[src/rtl/i2s_pad_pkg.sv]
`timescale 1ns/1ps
// Package: shared sizes for the padded-frame I2S transmitter.
// Assumes a fixed 16-bit channel word; the frame floor follows from it.
package i2s_pad_pkg;
    localparam int CH_BITS   = 16;
    localparam int PAIR_BITS = 2 * CH_BITS;
    localparam int MIN_FRAME = PAIR_BITS;
endpackage

[src/rtl/i2s_bclk_gen.sv]
`timescale 1ns/1ps
// Module: i2s_bclk_gen
// Divides the system clock into a free-running bit clock held as a plain
// register output, and flags the system cycle whose closing edge drives
// the bit clock low (the start of a bit slot).
// Assumes div_half only changes while reset is held; 0 is treated as 1.
module i2s_bclk_gen #(
    parameter int DIV_W = 8
) (
    input  logic             clk,
    input  logic             rst_n,
    input  logic [DIV_W-1:0] div_half,
    output logic             bclk,
    output logic             fall_evt
);
    logic [DIV_W-1:0] half_cnt;
    logic [DIV_W-1:0] half_len;
    logic             half_done;

    // Effective half-period length, with zero clamped to one cycle.
    always_comb half_len = (div_half == '0) ? DIV_W'(1) : div_half;

    // End of the current half period and the falling-edge strobe.
    always_comb begin
        half_done = (half_cnt >= half_len - DIV_W'(1));
        fall_evt  = half_done & bclk;
    end

    // Half-period counter and bit-clock toggle register.
    always_ff @(posedge clk) begin
        if (!rst_n) begin
            half_cnt <= '0;
            bclk     <= 1'b0;
        end else if (half_done) begin
            half_cnt <= '0;
            bclk     <= ~bclk;
        end else begin
            half_cnt <= half_cnt + DIV_W'(1);
        end
    end
endmodule

[src/rtl/i2s_frame_seq.sv]
`timescale 1ns/1ps
// Module: i2s_frame_seq
// Counts bit slots within a frame, latches the frame length at each frame
// start, and drives word select and the padding-slot flag for every slot.
// Assumes fall_evt marks slot boundaries; LEN_W must hold at least 32.
module i2s_frame_seq
    import i2s_pad_pkg::*;
#(
    parameter int LEN_W = 7
) (
    input  logic             clk,
    input  logic             rst_n,
    input  logic             fall_evt,
    input  logic             accurate,
    input  logic [LEN_W-1:0] frame_len,
    output logic             frame_start,
    output logic             ws,
    output logic             dummy,
    output logic [LEN_W-1:0] slot,
    output logic [LEN_W-1:0] cur_len
);
    localparam logic [LEN_W-1:0] MIN_LEN  = LEN_W'(MIN_FRAME);
    localparam logic [LEN_W-1:0] WS_EARLY = LEN_W'(CH_BITS - 1);

    logic             running;
    logic [LEN_W-1:0] next_len;
    logic [LEN_W-1:0] next_slot;
    logic             next_ws;

    // Frame length that applies from the next frame start.
    always_comb begin
        if (!accurate)
            next_len = MIN_LEN;
        else if (frame_len < MIN_LEN)
            next_len = MIN_LEN;
        else
            next_len = frame_len;
    end

    // Frame boundary detection and word select for the following slot.
    always_comb begin
        frame_start = fall_evt & (~running | (slot == cur_len - LEN_W'(1)));
        next_slot   = slot + LEN_W'(1);
        next_ws     = (next_slot >= WS_EARLY) && (next_slot <= cur_len - LEN_W'(2));
    end

    // Slot counter, latched length, and registered per-slot outputs.
    always_ff @(posedge clk) begin
        if (!rst_n) begin
            running <= 1'b0;
            slot    <= '0;
            cur_len <= MIN_LEN;
            ws      <= 1'b0;
            dummy   <= 1'b0;
        end else if (frame_start) begin
            running <= 1'b1;
            slot    <= '0;
            cur_len <= next_len;
            ws      <= 1'b0;
            dummy   <= 1'b0;
        end else if (fall_evt) begin
            slot    <= next_slot;
            ws      <= next_ws;
            dummy   <= (next_slot >= MIN_LEN);
        end
    end
endmodule

[src/rtl/i2s_tx_shift.sv]
`timescale 1ns/1ps
// Module: i2s_tx_shift
// Parallel-load shift register feeding the serial data line MSB first.
// Zeros fill in behind the word, so padding slots come out low.
// Assumes load coincides with a slot boundary.
module i2s_tx_shift #(
    parameter int W = 32
) (
    input  logic         clk,
    input  logic         rst_n,
    input  logic         fall_evt,
    input  logic         load,
    input  logic [W-1:0] pair,
    output logic         sdata
);
    logic [W-1:0] sreg;

    // Load a new word at frame start, otherwise shift one bit per slot.
    always_ff @(posedge clk) begin
        if (!rst_n) begin
            sreg  <= '0;
            sdata <= 1'b0;
        end else if (load) begin
            sdata <= pair[W-1];
            sreg  <= {pair[W-2:0], 1'b0};
        end else if (fall_evt) begin
            sdata <= sreg[W-1];
            sreg  <= {sreg[W-2:0], 1'b0};
        end
    end
endmodule

[src/rtl/i2s_pad_tx.sv]
`timescale 1ns/1ps
// Module: i2s_pad_tx (top)
// I2S master transmitter with balanced or padded (stretched) framing.
// Takes one left/right pair per frame via valid/ready; sends zeros when
// no pair is offered. Assumes div_half is changed only under reset.
module i2s_pad_tx
    import i2s_pad_pkg::*;
#(
    parameter int DIV_W = 8,
    parameter int LEN_W = 7
) (
    input  logic               clk,
    input  logic               rst_n,
    input  logic [DIV_W-1:0]   div_half,
    input  logic               accurate,
    input  logic [LEN_W-1:0]   frame_len,
    input  logic               s_valid,
    input  logic [CH_BITS-1:0] s_left,
    input  logic [CH_BITS-1:0] s_right,
    output logic               s_ready,
    output logic               bclk,
    output logic               ws,
    output logic               sdata
);
    logic                 fall_evt;
    logic                 frame_start;
    logic                 pad_slot;
    logic [LEN_W-1:0]     slot_idx;
    logic [LEN_W-1:0]     frame_slots;
    logic [PAIR_BITS-1:0] tx_pair;

    // Word offered to the shifter: the sample pair, or silence.
    always_comb begin
        tx_pair = s_valid ? {s_left, s_right} : '0;
        s_ready = frame_start;
    end

    i2s_bclk_gen #(.DIV_W(DIV_W)) u_bclk (
        .clk      (clk),
        .rst_n    (rst_n),
        .div_half (div_half),
        .bclk     (bclk),
        .fall_evt (fall_evt)
    );

    i2s_frame_seq #(.LEN_W(LEN_W)) u_seq (
        .clk         (clk),
        .rst_n       (rst_n),
        .fall_evt    (fall_evt),
        .accurate    (accurate),
        .frame_len   (frame_len),
        .frame_start (frame_start),
        .ws          (ws),
        .dummy       (pad_slot),
        .slot        (slot_idx),
        .cur_len     (frame_slots)
    );

    i2s_tx_shift #(.W(PAIR_BITS)) u_shift (
        .clk      (clk),
        .rst_n    (rst_n),
        .fall_evt (fall_evt),
        .load     (frame_start),
        .pair     (tx_pair),
        .sdata    (sdata)
    );
endmodule

[config.mk]
export PLATFORM = sky130hd
export DESIGN_NAME = i2s_pad_tx
export DESIGN_NICKNAME = d
export VERILOG_FILES = /design/src/rtl/i2s_pad_pkg.sv /design/src/rtl/i2s_bclk_gen.sv /design/src/rtl/i2s_frame_seq.sv /design/src/rtl/i2s_tx_shift.sv /design/src/rtl/i2s_pad_tx.sv
export SDC_FILE = /design/constraint.sdc
export NUM_CORES = 1
export LEC_CHECK = 0
export BUFFER_PORTS_ARGS = -buffer_cell sky130_fd_sc_hd__buf_2
export CORE_ASPECT_RATIO = 1.75
export CORE_UTILIZATION = 45
export CTS_CLUSTER_DIAMETER = 60
export DETAILED_ROUTE_END_ITERATION = 10
export PLACE_DENSITY = 0.69
export SYNTH_ARGS = -nofsm -noshare
export SYNTH_HDL_FRONTEND = slang
export SYNTH_SLANG_ARGS = --single-unit
[constraint.sdc]
create_clock -name clk -period 5.9 [get_ports clk]
set_input_delay 1.18 -clock clk [delete_from_list [all_inputs] [get_ports clk]]
set_output_delay 1.18 -clock clk [all_outputs]
set_load 0.02 [all_outputs]
==> results by stage <==
Synthesis:
- The number of register bits inferred by synthesis is 57.
- The total nets after synthesis is 408.
- A synthesized cell averages 9.23 um^2.
- The async set-reset flop share out of synthesis is 0%.
- The prevailing post-synth register cell is sky130_fd_sc_hd__dfxtp_1.
- After synthesis the cells add up to 0.00309 mm^2.
- The area share of the leading cell type in the synthesized netlist is 36.9%.
- In the synthesized netlist, the cells that appear most often are 57 x sky130_fd_sc_hd__dfxtp_1, 34 x sky130_fd_sc_hd__nand2_1, 30 x sky130_fd_sc_hd__and2_1.
- The cell accounting for the most synthesized area is sky130_fd_sc_hd__dfxtp_1.
- The dominant cell by count in the synthesized netlist is sky130_fd_sc_hd__dfxtp_1.
- The sequential area share after synthesis is 36.9%.
- By area the synthesized netlist is led by sky130_fd_sc_hd__dfxtp_1 37%, sky130_fd_sc_hd__a221o_1 9.4%, sky130_fd_sc_hd__ha_1 8.9%, sky130_fd_sc_hd__and2_1 6.1%, sky130_fd_sc_hd__xor2_1 5.1%.
- The Yosys step of the flow raised 0 warnings.
- In this run, synthesis inferred 0 flip-flops with an integrated enable.
- In the synthesized netlist, the number of instances is 335.
- The unique cell type count in the Yosys netlist is 46.

Clock tree:
- For the worst-skew pair, the clock arrives at the later sink with an insertion delay of 0.32 ns.
- Once the clock tree was built, the setup fixing pass inserted 0 buffers.
- The root buffer cell is sky130_fd_sc_hd__clkbuf_16.
- The clock passes through at most 2 buffers.
- The post-CTS clock slew at the launch and capture registers of the worst setup and hold paths is 0.05 ns.
- The number of sinks driven by the clock tree is 57.
- In this run, post-CTS hold repair placed 0 buffers.
- The count of H-tree levels built during CTS is 3.
- The number of clock buffers added by TritonCTS is 9.
- The CTS tree is done.
- The number of gates resized after CTS was 0.

Critical path:
- The launching element type of the critical path is an input port.
- The endpoint class of the critical path is a primary output.
- Data arrives at the worst endpoint at 4.10 ns.
- The worst endpoint required time is 4.72 ns.
- The largest driver fanout on the critical path is 7.
- The critical path is of the in2out type.

GRT:
- The initial antenna violation count is 0.
- The largest net degree at the start of global routing is 31.
- The global routing met2 resource utilization is 37.6%.
- The first global-routing pass estimated 11.6 mm of wire.
- The global-route congestion overflow total is 0.
- The total routing resource utilization after global routing is 20.5%.
- After global routing, the most crowded layer is met2.
- In the global route stage, met3 resource usage came out at 3.59%.
- The number of global-route vias before repair is 2,666.
- For met1 alone, demand over resource in global routing was 22.1%.

Routing:
- After the first detailed-routing iteration, the DRC count stood at 54.
- The routed wirelength normalized by instance count is 14.4 um.
- For this run, the detailed router's first-pass iteration total came to 5.
- The residual DRC count is 0.
- The residual antenna-violating net count after detailed routing is 0.
- The number of vias per cell is 5.57.
- The via total after detailed routing is 2,645.
- The routed wire length is 6.84 mm.

Floorplan:
- The die covers 0.00722 mm^2.
- Once the floorplan was initialized, standard cells occupied 46.9% of the core.
- The core area is 0.00659 mm^2.
- In this run the horizontal extent of the chip is 64.6 um.
- The floorplan has 39 rows.
- During I/O placement, the number of pins put on the boundary was 55.
- The vertical extent of the die is 112 um.

Pwr:
- The combinational fraction of design power is 5.3%.
- The static leakage is 1.70 nW.
- For this design the ratio of total power to cell area is 249 mW/mm^2.
- The switching fraction of total power is 21.0%.
- For this design the total switching power over the nets is 193 uW.
- The share of total power in sequential cells is 42.6%.
- Per report_power, the clock group accounts for 52.1% of the total.
- Across the VDD grid, the largest voltage drop is 0.000180 V.
- The internal power summed over all cells is 726 uW.

STA:
- The worst hold margin is 0.465 ns.
- The clock period could shrink to 5.28 ns.
- The final count of hold timing violations was 0.
- The max-slew violation count was 0.
- Derived from the worst setup path, the maximum achievable clock frequency is 0.189 GHz.
- For the final routed database, the setup TNS stands at 0 ns.
- Setup repair after global routing left no endpoint under its margin.
- Measured against its own limit, the worst slew margin works out to 58.7%.
- For the pin with the worst max-slew slack, the measured transition is 0.617 ns.
- The final-report setup violation count is 0.
- The part of the cycle the worst path needs is 89.5%.
- The worst setup skew after layout is 0.00415 ns.

Place:
- The detailed placement HPWL is 5.16 mm.
- At the end of routability-driven placement, the weighted congestion stood at 0.867.
- Buffers placed on the I/O ports in this run total 54.

Final layout:
- After the last flow step, the layout net total stands at 462.
- The relative area change from synthesis to final layout is 19.6%.
- The count of inserted antenna diode cells is 0.
- Cells with a size suffix above 1 make up 19.6% of the layout.

Run status:
- The run finished with clean final reports.

Flow run:
- Max-cap violations in this run came to 0.

Worst hold path:
- The classification of the worst-slack hold path is reg2reg.
==> cells in the final DEF (no fill, tap or decap), drive strengths merged, types with 2 or more instances in the layout <==
| master | netlist | routed |
|---|---|---|
| nand2 | 34 | 34 |
| a32o | 2 | 2 |
| inv | 15 | 15 |
| nor3b | 3 | 3 |
| nand4 | 5 | 5 |
| buf | 9 | 58 |
| a221o | 29 | 29 |
| nand3 | 13 | 13 |
| nor3 | 4 | 4 |
| xnor2 | 9 | 9 |
| nor2b | 4 | 4 |
| nor2 | 16 | 16 |
| a21boi | 3 | 3 |
| and2 | 30 | 30 |
| o21ai | 9 | 9 |
| a21oi | 6 | 6 |
| nor4 | 4 | 4 |
| o2111ai | 2 | 2 |
| ha | 22 | 22 |
| and3 | 6 | 6 |
| mux2i | 8 | 8 |
| dfxtp | 57 | 57 |
| o21a | 4 | 4 |
| xor2 | 18 | 18 |
| clkbuf | 6 | 13 |
==> power groups by stage <==
stage / Combinational, mW / Clock [mW] / Sequential (mW)
after floorplan: 0.0235 / 0 / 0.398
after global placement: 0.0475 / 0 / 0.399
after detailed placement: 0.0492 / 0 / 0.399
after CTS: 0.0492 / 0.489 / 0.391
after global routing: 0.0549 / 0.504 / 0.391
final: 0.0487 / 0.479 / 0.391
==> stage by stage <==
stage / util, % / area (um^2) / instances / power [mW] / worst slack, ns
2_1_floorplan: - / 3090 / 335 / 0.421 / 1.09
5_1_grt: 56.1 / 3700 / 475 / 0.950 / 0.347
4_1_cts: 56.1 / 3700 / 475 / 0.929 / 0.628
6_report: 56.1 / 3700 / 475 / 0.919 / 0.617
3_3_place_gp: 51.8 / 3410 / 460 / 0.446 / 0.752
3_5_place_dp: 51.8 / 3410 / 460 / 0.448 / 0.662
==> cell families (layout without fill, tap and decap cells) <==
family	count (synthesis)	after routing	synth area share, %
AND/OR/NAND/NOR	124	124	20.6
AO/OA/AOI/OAI	67	67	18.6
flip-flops	57	57	36.9
buffers and inverters	30	88	4.53
XOR/XNOR	27	27	7.89
adder cells (fa/ha/maj)	22	22	8.91
multiplexers	8	8	2.59
==> flip-flops by register name, summed over array words and instances (netlist names) <==
register / cells
u_bclk.bclk: 1
u_bclk.half_cnt: 8
u_seq.cur_len: 7
u_seq.running: 1
u_seq.slot: 7
u_seq.ws: 1
u_shift.sdata: 1
u_shift.sreg: 31
==> critical path, stage by stage <==
cell and delay, ns:
sky130_fd_sc_hd__buf_2 0.12, sky130_fd_sc_hd__nor4_1 0.47, sky130_fd_sc_hd__a31oi_1 0.20, sky130_fd_sc_hd__ha_1 0.26, sky130_fd_sc_hd__nand2_1 0.09, sky130_fd_sc_hd__xor2_1 0.07
sky130_fd_sc_hd__ha_1 0.30, sky130_fd_sc_hd__nand4_1 0.12, sky130_fd_sc_hd__or2_2 0.28, sky130_fd_sc_hd__o32ai_1 0.51, sky130_fd_sc_hd__nand2_1 0.10, sky130_fd_sc_hd__buf_4 0.20
sky130_fd_sc_hd__inv_1 0.05, sky130_fd_sc_hd__buf_2 0.16
==> final cells by class <==
type                    instances  area [um^2]
clock buffers                  13          270
fillers                       633         2890
clock inverters                 2         12.5
repair buffers                 58          300
inverters                      15         56.3
multi-input cells             248         1810
flip-flops and latches         57         1140
well taps                      82          103
==> worst paths after layout <==
kind	cells after the start	slack (ns)	startpoint	to
hold reg to reg	1	0.46	u_seq.ws$_SDFFE_PP0P_	u_seq.ws$_SDFFE_PP0P_
setup reg to reg	9	2.81	u_seq.cur_len[2]$_SDFFE_PN0P_	u_shift.sreg[11]$_SDFFE_PN0P_
hold / removal	1	0.46	u_seq.ws$_SDFFE_PP0P_	u_seq.ws$_SDFFE_PP0P_
setup / recovery	14	0.62	div_half[3]	s_ready
==> routing by layer <==
layer	vias to the layer above	wire [um]
li1	1326	-
met1	1247	2840
met2	62	3630
met3	10	255
met4	0	116
met5	-	0
No activity file was read; power rests on OpenSTA's default activity.
